--- src/rtl/xreq_pkg.sv ---
package xreq_pkg;

    localparam int SYNC_STAGES_DEF = 2;
    localparam int WINDOW_DEF      = 64;

    typedef enum logic {
        TRIG_LEVEL = 1'b0,
        TRIG_EDGE  = 1'b1
    } trig_mode_e;

    // synchronized pin levels, converted to active-high "asserted"
    typedef struct packed {
        logic mask_line;
        logic nm_line;
    } line_lvl_t;

    function automatic int cnt_width(input int limit);
        return (limit < 2) ? 1 : $clog2(limit + 1);
    endfunction

endpackage

--- src/rtl/xreq_sync.sv ---
module xreq_sync #(
    parameter int W      = 2,
    parameter int STAGES = 2
) (
    input  logic         clk,
    input  logic         rst,
    input  logic [W-1:0] d,
    output logic [W-1:0] q
);
    for (genvar g = 0; g < W; g++) begin : g_bit
        logic [STAGES-1:0] chain;
        always_ff @(posedge clk) begin
            if (rst) chain <= '1;   // pins idle high
            else     chain <= {chain[STAGES-2:0], d[g]};
        end
        assign q[g] = chain[STAGES-1];
    end
endmodule

--- src/rtl/xreq_ctrl.sv ---
module xreq_ctrl
    import xreq_pkg::*;
#(
    parameter int WINDOW = WINDOW_DEF
) (
    input  logic       clk,
    input  logic       rst,
    input  logic       opt_wr,
    input  logic       opt_edge,
    input  logic       x_wr,
    input  logic       x_wdata,
    output trig_mode_e mode,
    output logic       x_mask
);
    localparam int CW = cnt_width(WINDOW);

    logic [CW-1:0] age;
    logic          win_open;

    assign win_open = (age < CW'(WINDOW));

    always_ff @(posedge clk) begin
        if (rst)           age <= '0;
        else if (win_open) age <= age + 1'b1;
    end

    always_ff @(posedge clk) begin
        if (rst)                      mode <= TRIG_EDGE;
        else if (opt_wr && win_open)  mode <= opt_edge ? TRIG_EDGE : TRIG_LEVEL;
    end

    // clear-only mask: a write of 1 is dropped
    always_ff @(posedge clk) begin
        if (rst)                 x_mask <= 1'b1;
        else if (x_wr && !x_wdata) x_mask <= 1'b0;
    end

    p_lock_r5: assert property (@(posedge clk) disable iff (rst)
        !win_open |=> $stable(mode))
        else $error("R5: trigger option changed after window closed");

    p_xset_r8: assert property (@(posedge clk) disable iff (rst)
        !x_mask |=> !x_mask)
        else $error("R8: non-maskable mask set again without reset");

endmodule

--- src/rtl/xreq_latch.sv ---
module xreq_latch
    import xreq_pkg::*;
(
    input  logic       clk,
    input  logic       rst,
    input  logic       act,
    input  trig_mode_e mode,
    input  logic       ack,
    output logic       pend
);
    logic act_d;
    logic fall;

    always_ff @(posedge clk) begin
        if (rst) act_d <= 1'b0;
        else     act_d <= act;
    end

    assign fall = act && !act_d;

    always_ff @(posedge clk) begin
        if (rst || mode == TRIG_LEVEL) pend <= 1'b0;
        else if (fall)                 pend <= 1'b1;
        else if (ack)                  pend <= 1'b0;
    end

    p_hold_r2: assert property (@(posedge clk) disable iff (rst)
        (pend && !ack && mode == TRIG_EDGE) |=> pend)
        else $error("R2: pending request lost without acknowledge");

    p_ack_r3: assert property (@(posedge clk) disable iff (rst)
        (ack && !fall) |=> !pend)
        else $error("R3: acknowledge did not clear pending request");

endmodule

--- src/rtl/xreq_conditioner.sv ---
module xreq_conditioner
    import xreq_pkg::*;
#(
    parameter int SYNC_STAGES = SYNC_STAGES_DEF,
    parameter int WINDOW      = WINDOW_DEF
) (
    input  logic clk,
    input  logic rst,
    input  logic mreq_pin_n,
    input  logic nmreq_pin_n,
    input  logic cpu_i_mask,
    input  logic x_wr,
    input  logic x_wdata,
    input  logic opt_wr,
    input  logic opt_edge,
    input  logic req_ack,
    input  logic core_stopped,
    output logic mreq,
    output logic nmreq,
    output logic wake
);
    logic [1:0]  pins_q;
    line_lvl_t   lvl;
    trig_mode_e  mode;
    logic        x_mask;
    logic        pend;

    xreq_sync #(.W(2), .STAGES(SYNC_STAGES)) u_sync (
        .clk (clk),
        .rst (rst),
        .d   ({mreq_pin_n, nmreq_pin_n}),
        .q   (pins_q)
    );

    assign lvl.mask_line = !pins_q[1];
    assign lvl.nm_line   = !pins_q[0];

    xreq_ctrl #(.WINDOW(WINDOW)) u_ctrl (
        .clk      (clk),
        .rst      (rst),
        .opt_wr   (opt_wr),
        .opt_edge (opt_edge),
        .x_wr     (x_wr),
        .x_wdata  (x_wdata),
        .mode     (mode),
        .x_mask   (x_mask)
    );

    xreq_latch u_latch (
        .clk  (clk),
        .rst  (rst),
        .act  (lvl.mask_line),
        .mode (mode),
        .ack  (req_ack),
        .pend (pend)
    );

    assign mreq  = ((mode == TRIG_EDGE) ? pend : lvl.mask_line) && !cpu_i_mask;
    assign nmreq = lvl.nm_line && !x_mask;
    assign wake  = core_stopped && (lvl.mask_line || lvl.nm_line);

endmodule

--- config.mk ---
export PLATFORM = sky130hd
export DESIGN_NAME = xreq_conditioner
export DESIGN_NICKNAME = d
export VERILOG_FILES = /design/src/rtl/xreq_pkg.sv /design/src/rtl/xreq_sync.sv /design/src/rtl/xreq_ctrl.sv /design/src/rtl/xreq_latch.sv /design/src/rtl/xreq_conditioner.sv
export SDC_FILE = /design/constraint.sdc
export NUM_CORES = 1
export LEC_CHECK = 0
export ABC_AREA = 1
export CORE_MARGIN = 2
export CORE_UTILIZATION = 44
export CTS_CLUSTER_DIAMETER = 40
export DETAILED_ROUTE_END_ITERATION = 10
export GPL_ROUTABILITY_DRIVEN = 1
export PLACE_DENSITY = 0.72
export SETUP_SLACK_MARGIN = 0.15
export SYNTH_ARGS = -nofsm -noshare
export SYNTH_HDL_FRONTEND = slang
export SYNTH_SLANG_ARGS = --single-unit
--- constraint.sdc ---
create_clock -name clk -period 1.61 [get_ports clk]
set_clock_uncertainty 0.2 [all_clocks]
set_input_delay 0.161 -clock clk [delete_from_list [all_inputs] [get_ports clk]]
set_output_delay 0.161 -clock clk [all_outputs]
set_load 0.01 [all_outputs]
# --- Word-level counts from Yosys, hierarchy flattened ---
# Index checks and enable logic that the tools add are counted.
# Widths: inputs -> output; s select.
op_classes:
  addsub: 1
  order_cmp: 1
  mux: 4
  bitwise: 1
  reduce_logical: 15
ops:
  columns: ["cell", "n"]
  rows:
  - ["$add 7x1->7 const B", 1]
  - ["$lt 7x7->1 const B", 1]
  - ["$logic_and 1x1->1", 6]
  - ["$logic_not 1->1", 6]
  - ["$mux 1", 4]
  - ["$logic_or 1x1->1", 2]
  - ["$reduce_bool 2->1", 1]
  - ["$not 1->1", 1]
word_totals:
  ff_bits: 15
  in_bits: 11
  out_inout_bits: 3
  word_cells: 29

# --- Logic depth before layout (Yosys ltp) ---
logic_depth:
  depth_word: 3
  ltp_mapped: 6
  mapped_depth_nobuf: 6

# --- Hierarchy ---
# A second synthesis with hierarchy kept.
hier_totals:
  hier_cells: 86
  hier_area_um2: 630.6
modules_own_cells:
  columns: ["module", "instances", "cells_per_inst", "area_per_inst_um2", "seq_area_each_um2"]
  rows:
  - ["xreq_ctrl", 1, 51, 380.4, 180.2]
  - ["xreq_sync", 1, 15, 131.4, 80.1]
  - ["xreq_latch", 1, 11, 78.8, 40.0]
  - ["xreq_conditioner", 1, 9, 40.0, 0.0]

# --- Worst setup path after synthesis ---
# OpenSTA, ideal clock, no wires.
synth_timing:
  kind: "reg-to-reg"
  start: "register u_ctrl.age[1]"
  end: "register u_ctrl.age[4]"
  setup_time_ps: 115
  arrival_time_ps: 820
  required_ps: 1295
  setup_slack_ps: 475
  stages_incl_launch_ff: 7
  path_buffers: 0
  synth_period_minus_slack_ps: 1135
  path_cell_list: "dfxtp_1 ha_1 inv_1 nor2_2 nand3_1 nand2_1 nor2_1"
synth_via:
  elab_chain_cells: 1
  word_cells_on_any_way: 2
  cone_classes: "add/sub (1); order compare (1)"
synth_lines:
  columns: ["item", "line_no", "text"]
  rows:
  - ["from (decl)", "xreq_ctrl.sv:17", "logic [CW-1:0] age;"]
  - ["from (signal assigned)", "xreq_ctrl.sv:24", "else if (win_open) age <= age + 1'b1;"]
  - ["$add 7x1->7 or $lt 7x7->1 (tied branches)", "xreq_ctrl.sv:24, xreq_ctrl.sv:20", null]
# Several ways; a longest one is shown, not always the timed one.
# A chain may end at the register's enable or synchronous reset.

# --- Worst setup path after layout ---
layout_timing:
  start: "register u_ctrl.mode"
  end: "output mreq"
layout_via:
  elab_chain_cells: 2
layout_lines:
  columns: ["item", "line_no", "text"]
  rows:
  - ["from (decl)", "xreq_ctrl.sv:12", "output trig_mode_e mode,"]
  - ["from (signal assigned)", "xreq_ctrl.sv:29", "else if (opt_wr && win_open) mode <= opt_edge ? TRIG_EDGE : TRIG_LEVEL;"]
  - ["$mux 1", "xreq_conditioner.sv:58", "assign mreq = ((mode == TRIG_EDGE) ? pend : lvl.mask_line) && !cpu_i_mask;"]
  - ["$logic_and 1x1->1", "xreq_conditioner.sv:58", null]
  - ["to (decl)", "xreq_conditioner.sv:18", "output logic mreq,"]
# No other way between the ends.

==> results.py <==
metrics = {
    "sta": {
        "fmax_ghz": 0.715,
        "layout_setup_ws_ps": 212,
        "final-setup-viol-count": 0,
        "min_period_ps": 1400,
        "drv_slew": 0,
        "holdWs_ps": 214,
        "fin_crit_sh_pct": 86.8,
        "rsz0062_at_grt": "false",
        "slew_headroom_pct": 83.2,
        "worst_slew_pin_slew_ps": 252,
        "hold_viol_final": 0,
    },
    "setup_path": {
        "critical_path_buf_inv_count": 2,
        "crit_path_end_kind": "primary output",
        "crit_fanout": 3,
        "worstPathCellList": "inv_2, a211oi_1, buf_2",
        "required_ps": 1250,
        "critPathKind": "reg -> out",
        "crit_path_start_kind": "flip-flop",
        "crit_family": "flip-flops",
        "slowest_delay_ps": 360,
        "slowest_stage": "dfxtp_1",
        "cp.arrival_ps": 1040,
    },
    "floorplan": {
        "die_h_um": 40.0,
        "row_count": 12,
        "die_x_um": 40.0,
        "core_area_sq_mm": 0.00116,
        "start_util_pct": 49.4,
        "io_pins": 14,
        "die-area_sq_mm": 0.00160,
    },
    "route": {
        "routedWlPerCell_um": 10.1,
        "first_iter_violations": 5,
        "via_count": 498,
        "viasPerCell": 4.88,
        "wl_um": 1030,
        "firstDrtPassIters": 6,
        "ant_nets": 0,
        "post-route-drc-count": 0,
    },
    "layout": {
        "area_delta_synth_final_pct": 29.4,
        "final_nets": 101,
        "n_antenna_cell": 0,
        "drive_gt1_share_pct": 14.8,
        "layoutNonFillerInstCount": 102,
    },
    "min_path": {
        "holdCritPathClass": "reg -> reg",
    },
    "place": {
        "hpwlAfterDp_um": 780,
        "port-buffer-count": 13,
        "pre_cts_slack_ps": -97.4,
        "dp_cells": 98,
        "place.gp.congestion": 0.778,
    },
    "power_and_ir_drop": {
        "max-vdd-ir-drop_mv": 0.484,
        "fin_total_pwr_uw": 675,
        "leakage_uw": 0.000323,
        "powerDensity_mw_per_mm2": 914,
    },
    "clock_network": {
        "clock_path_buffers": 2,
        "ctsRootBufferMaster": "clkbuf_4",
        "cts_htree_levels": 1,
        "cts_buffers": 3,
        "insertion_delay_ps": 280,
        "post_cts_buffers": 0,
        "cts_tree": "done",
        "clock_sinks": 15,
        "clk_pin_slew_ps": 80,
    },
    "logic_synthesis": {
        "synth_cells": 71,
        "synth_cell_types": 16,
        "synth-seq-cells": 15,
        "syn_area_sq_um": 571,
        "syn_avg_cell_area_sq_um": 8.04,
        "synth_fp_nets": 83,
        "ys_seq_area_share_pct": 52.6,
        "synth.yosys.warnings": 0,
    },
    "flow_run": {
        "drv_cap": 0,
    },
    "grt": {
        "grt_max_degree": 9,
        "overflow": 0,
        "grt_pass1_vias": 424,
        "grt_pass1_wl_um": 1660,
        "track_usage_pct": 16.5,
        "antenna_found_initial": 0,
    },
    "status": {
        "outcome": "complete, no violations",
    },
}
[cells by family (layout without fill, tap and decap cells)]
family | Yosys count | in the layout | share of synthesized area [%]
AOI/OAI and AO/OA | 12 | 12 | 11.4
adders and majority gates | 1 | 1 | 2.19
buffers and inverters | 8 | 25 | 5.26
DFF | 15 | 15 | 52.6
and+or+nand+nor | 35 | 35 | 28.5
[power breakdown]
part	switching, uW	internal (uW)
Combinational	26.8	38.6
Clock	115	96.2
Sequential	10.9	387
[routing by layer]
| layer | track usage, % | vias to the layer above | part of all wire, % |
|---|---|---|---|
| met1 | 18.8 | 220 | 48 |
| met5 | 0 | - | 0 |
| met4 | 10.3 | 0 | 1.5 |
| li1 | - | 262 | - |
| met2 | 26.6 | 14 | 45 |
| met3 | 5.00 | 2 | 6.0 |
[repair_timing]
action | CTS | global route
hold buffers | 0 | 0
endpoints found under the setup margin | 3 | 2
resized for setup | 3 | 6
[final timing paths]
check	cells past startpoint	endpoint	slack (ps)	from
setup / recovery	3	mreq	210	u_ctrl.mode$_SDFFE_PP1P_
hold / removal	1	u_sync.g_bit[0].chain[1]$_SDFF_PP1_	210	u_sync.g_bit[0].chain[0]$_SDFF_PP1_
setup reg to reg	6	u_ctrl.age[4]$_SDFFE_PP0N_	350	u_ctrl.age[1]$_SDFFE_PP0N_
hold reg to reg	1	u_sync.g_bit[0].chain[1]$_SDFF_PP1_	210	u_sync.g_bit[0].chain[0]$_SDFF_PP1_
[registers in the layout (all words and copies together), names as in the netlist]
signal and cells:
u_latch.pend 1, u_ctrl.x_mask 1, u_sync.g_bit.chain 4, u_ctrl.mode 1, u_ctrl.age 7, u_latch.act_d 1
[cell usage after synthesis]
cell	number	share of area [%]
a21oi_1	6	5.3
inv_1	7	4.6
o21ai_0	4	3.5
inv_2	1	0.66
or2_2	4	4.4
dfxtp_1	15	53
a21boi_0	1	1.3
nor3_1	1	0.88
ha_1	1	2.2
nor2_1	13	8.6
nand2_1	8	5.3
nor2_4	1	2.0
nand3_1	6	5.3
nor2_2	1	1.1
nand2_2	1	1.1
a211oi_1	1	1.3
[final cells by class]
type                    instances  area, sq um
flip-flops and latches         15          300
multi-input cells              48          240
fillers                       109          418
inverters                       8         30.0
clock buffers                   4         26.3
well taps                      14         17.5
repair buffers                 13          124
[through the flow]
stage               setup TNS (ps)  instance area [sq um]  util, %
detailed placement            -178                    718     62.1
floorplan                        0                    571        -
finish                           0                    738     63.9
global placement              -150                    718     62.1
global route                     0                    738     63.9
CTS                              0                    741     64.1
[layout by cell type (no fill, tap or decap), drive strengths merged]
cell           count
clkbuf             4
nand3              6
or2                4
a21boi             1
clkdlybuf4s50     10
o21ai              4
nor3               1
ha                 1
a21oi              6
inv                8
nand2              9
dfxtp             15
a211oi             1
nor2              15
dlygate4sd2        1
clkdlybuf4s15      1
buf                1
(Power assumes the default switching activity.)
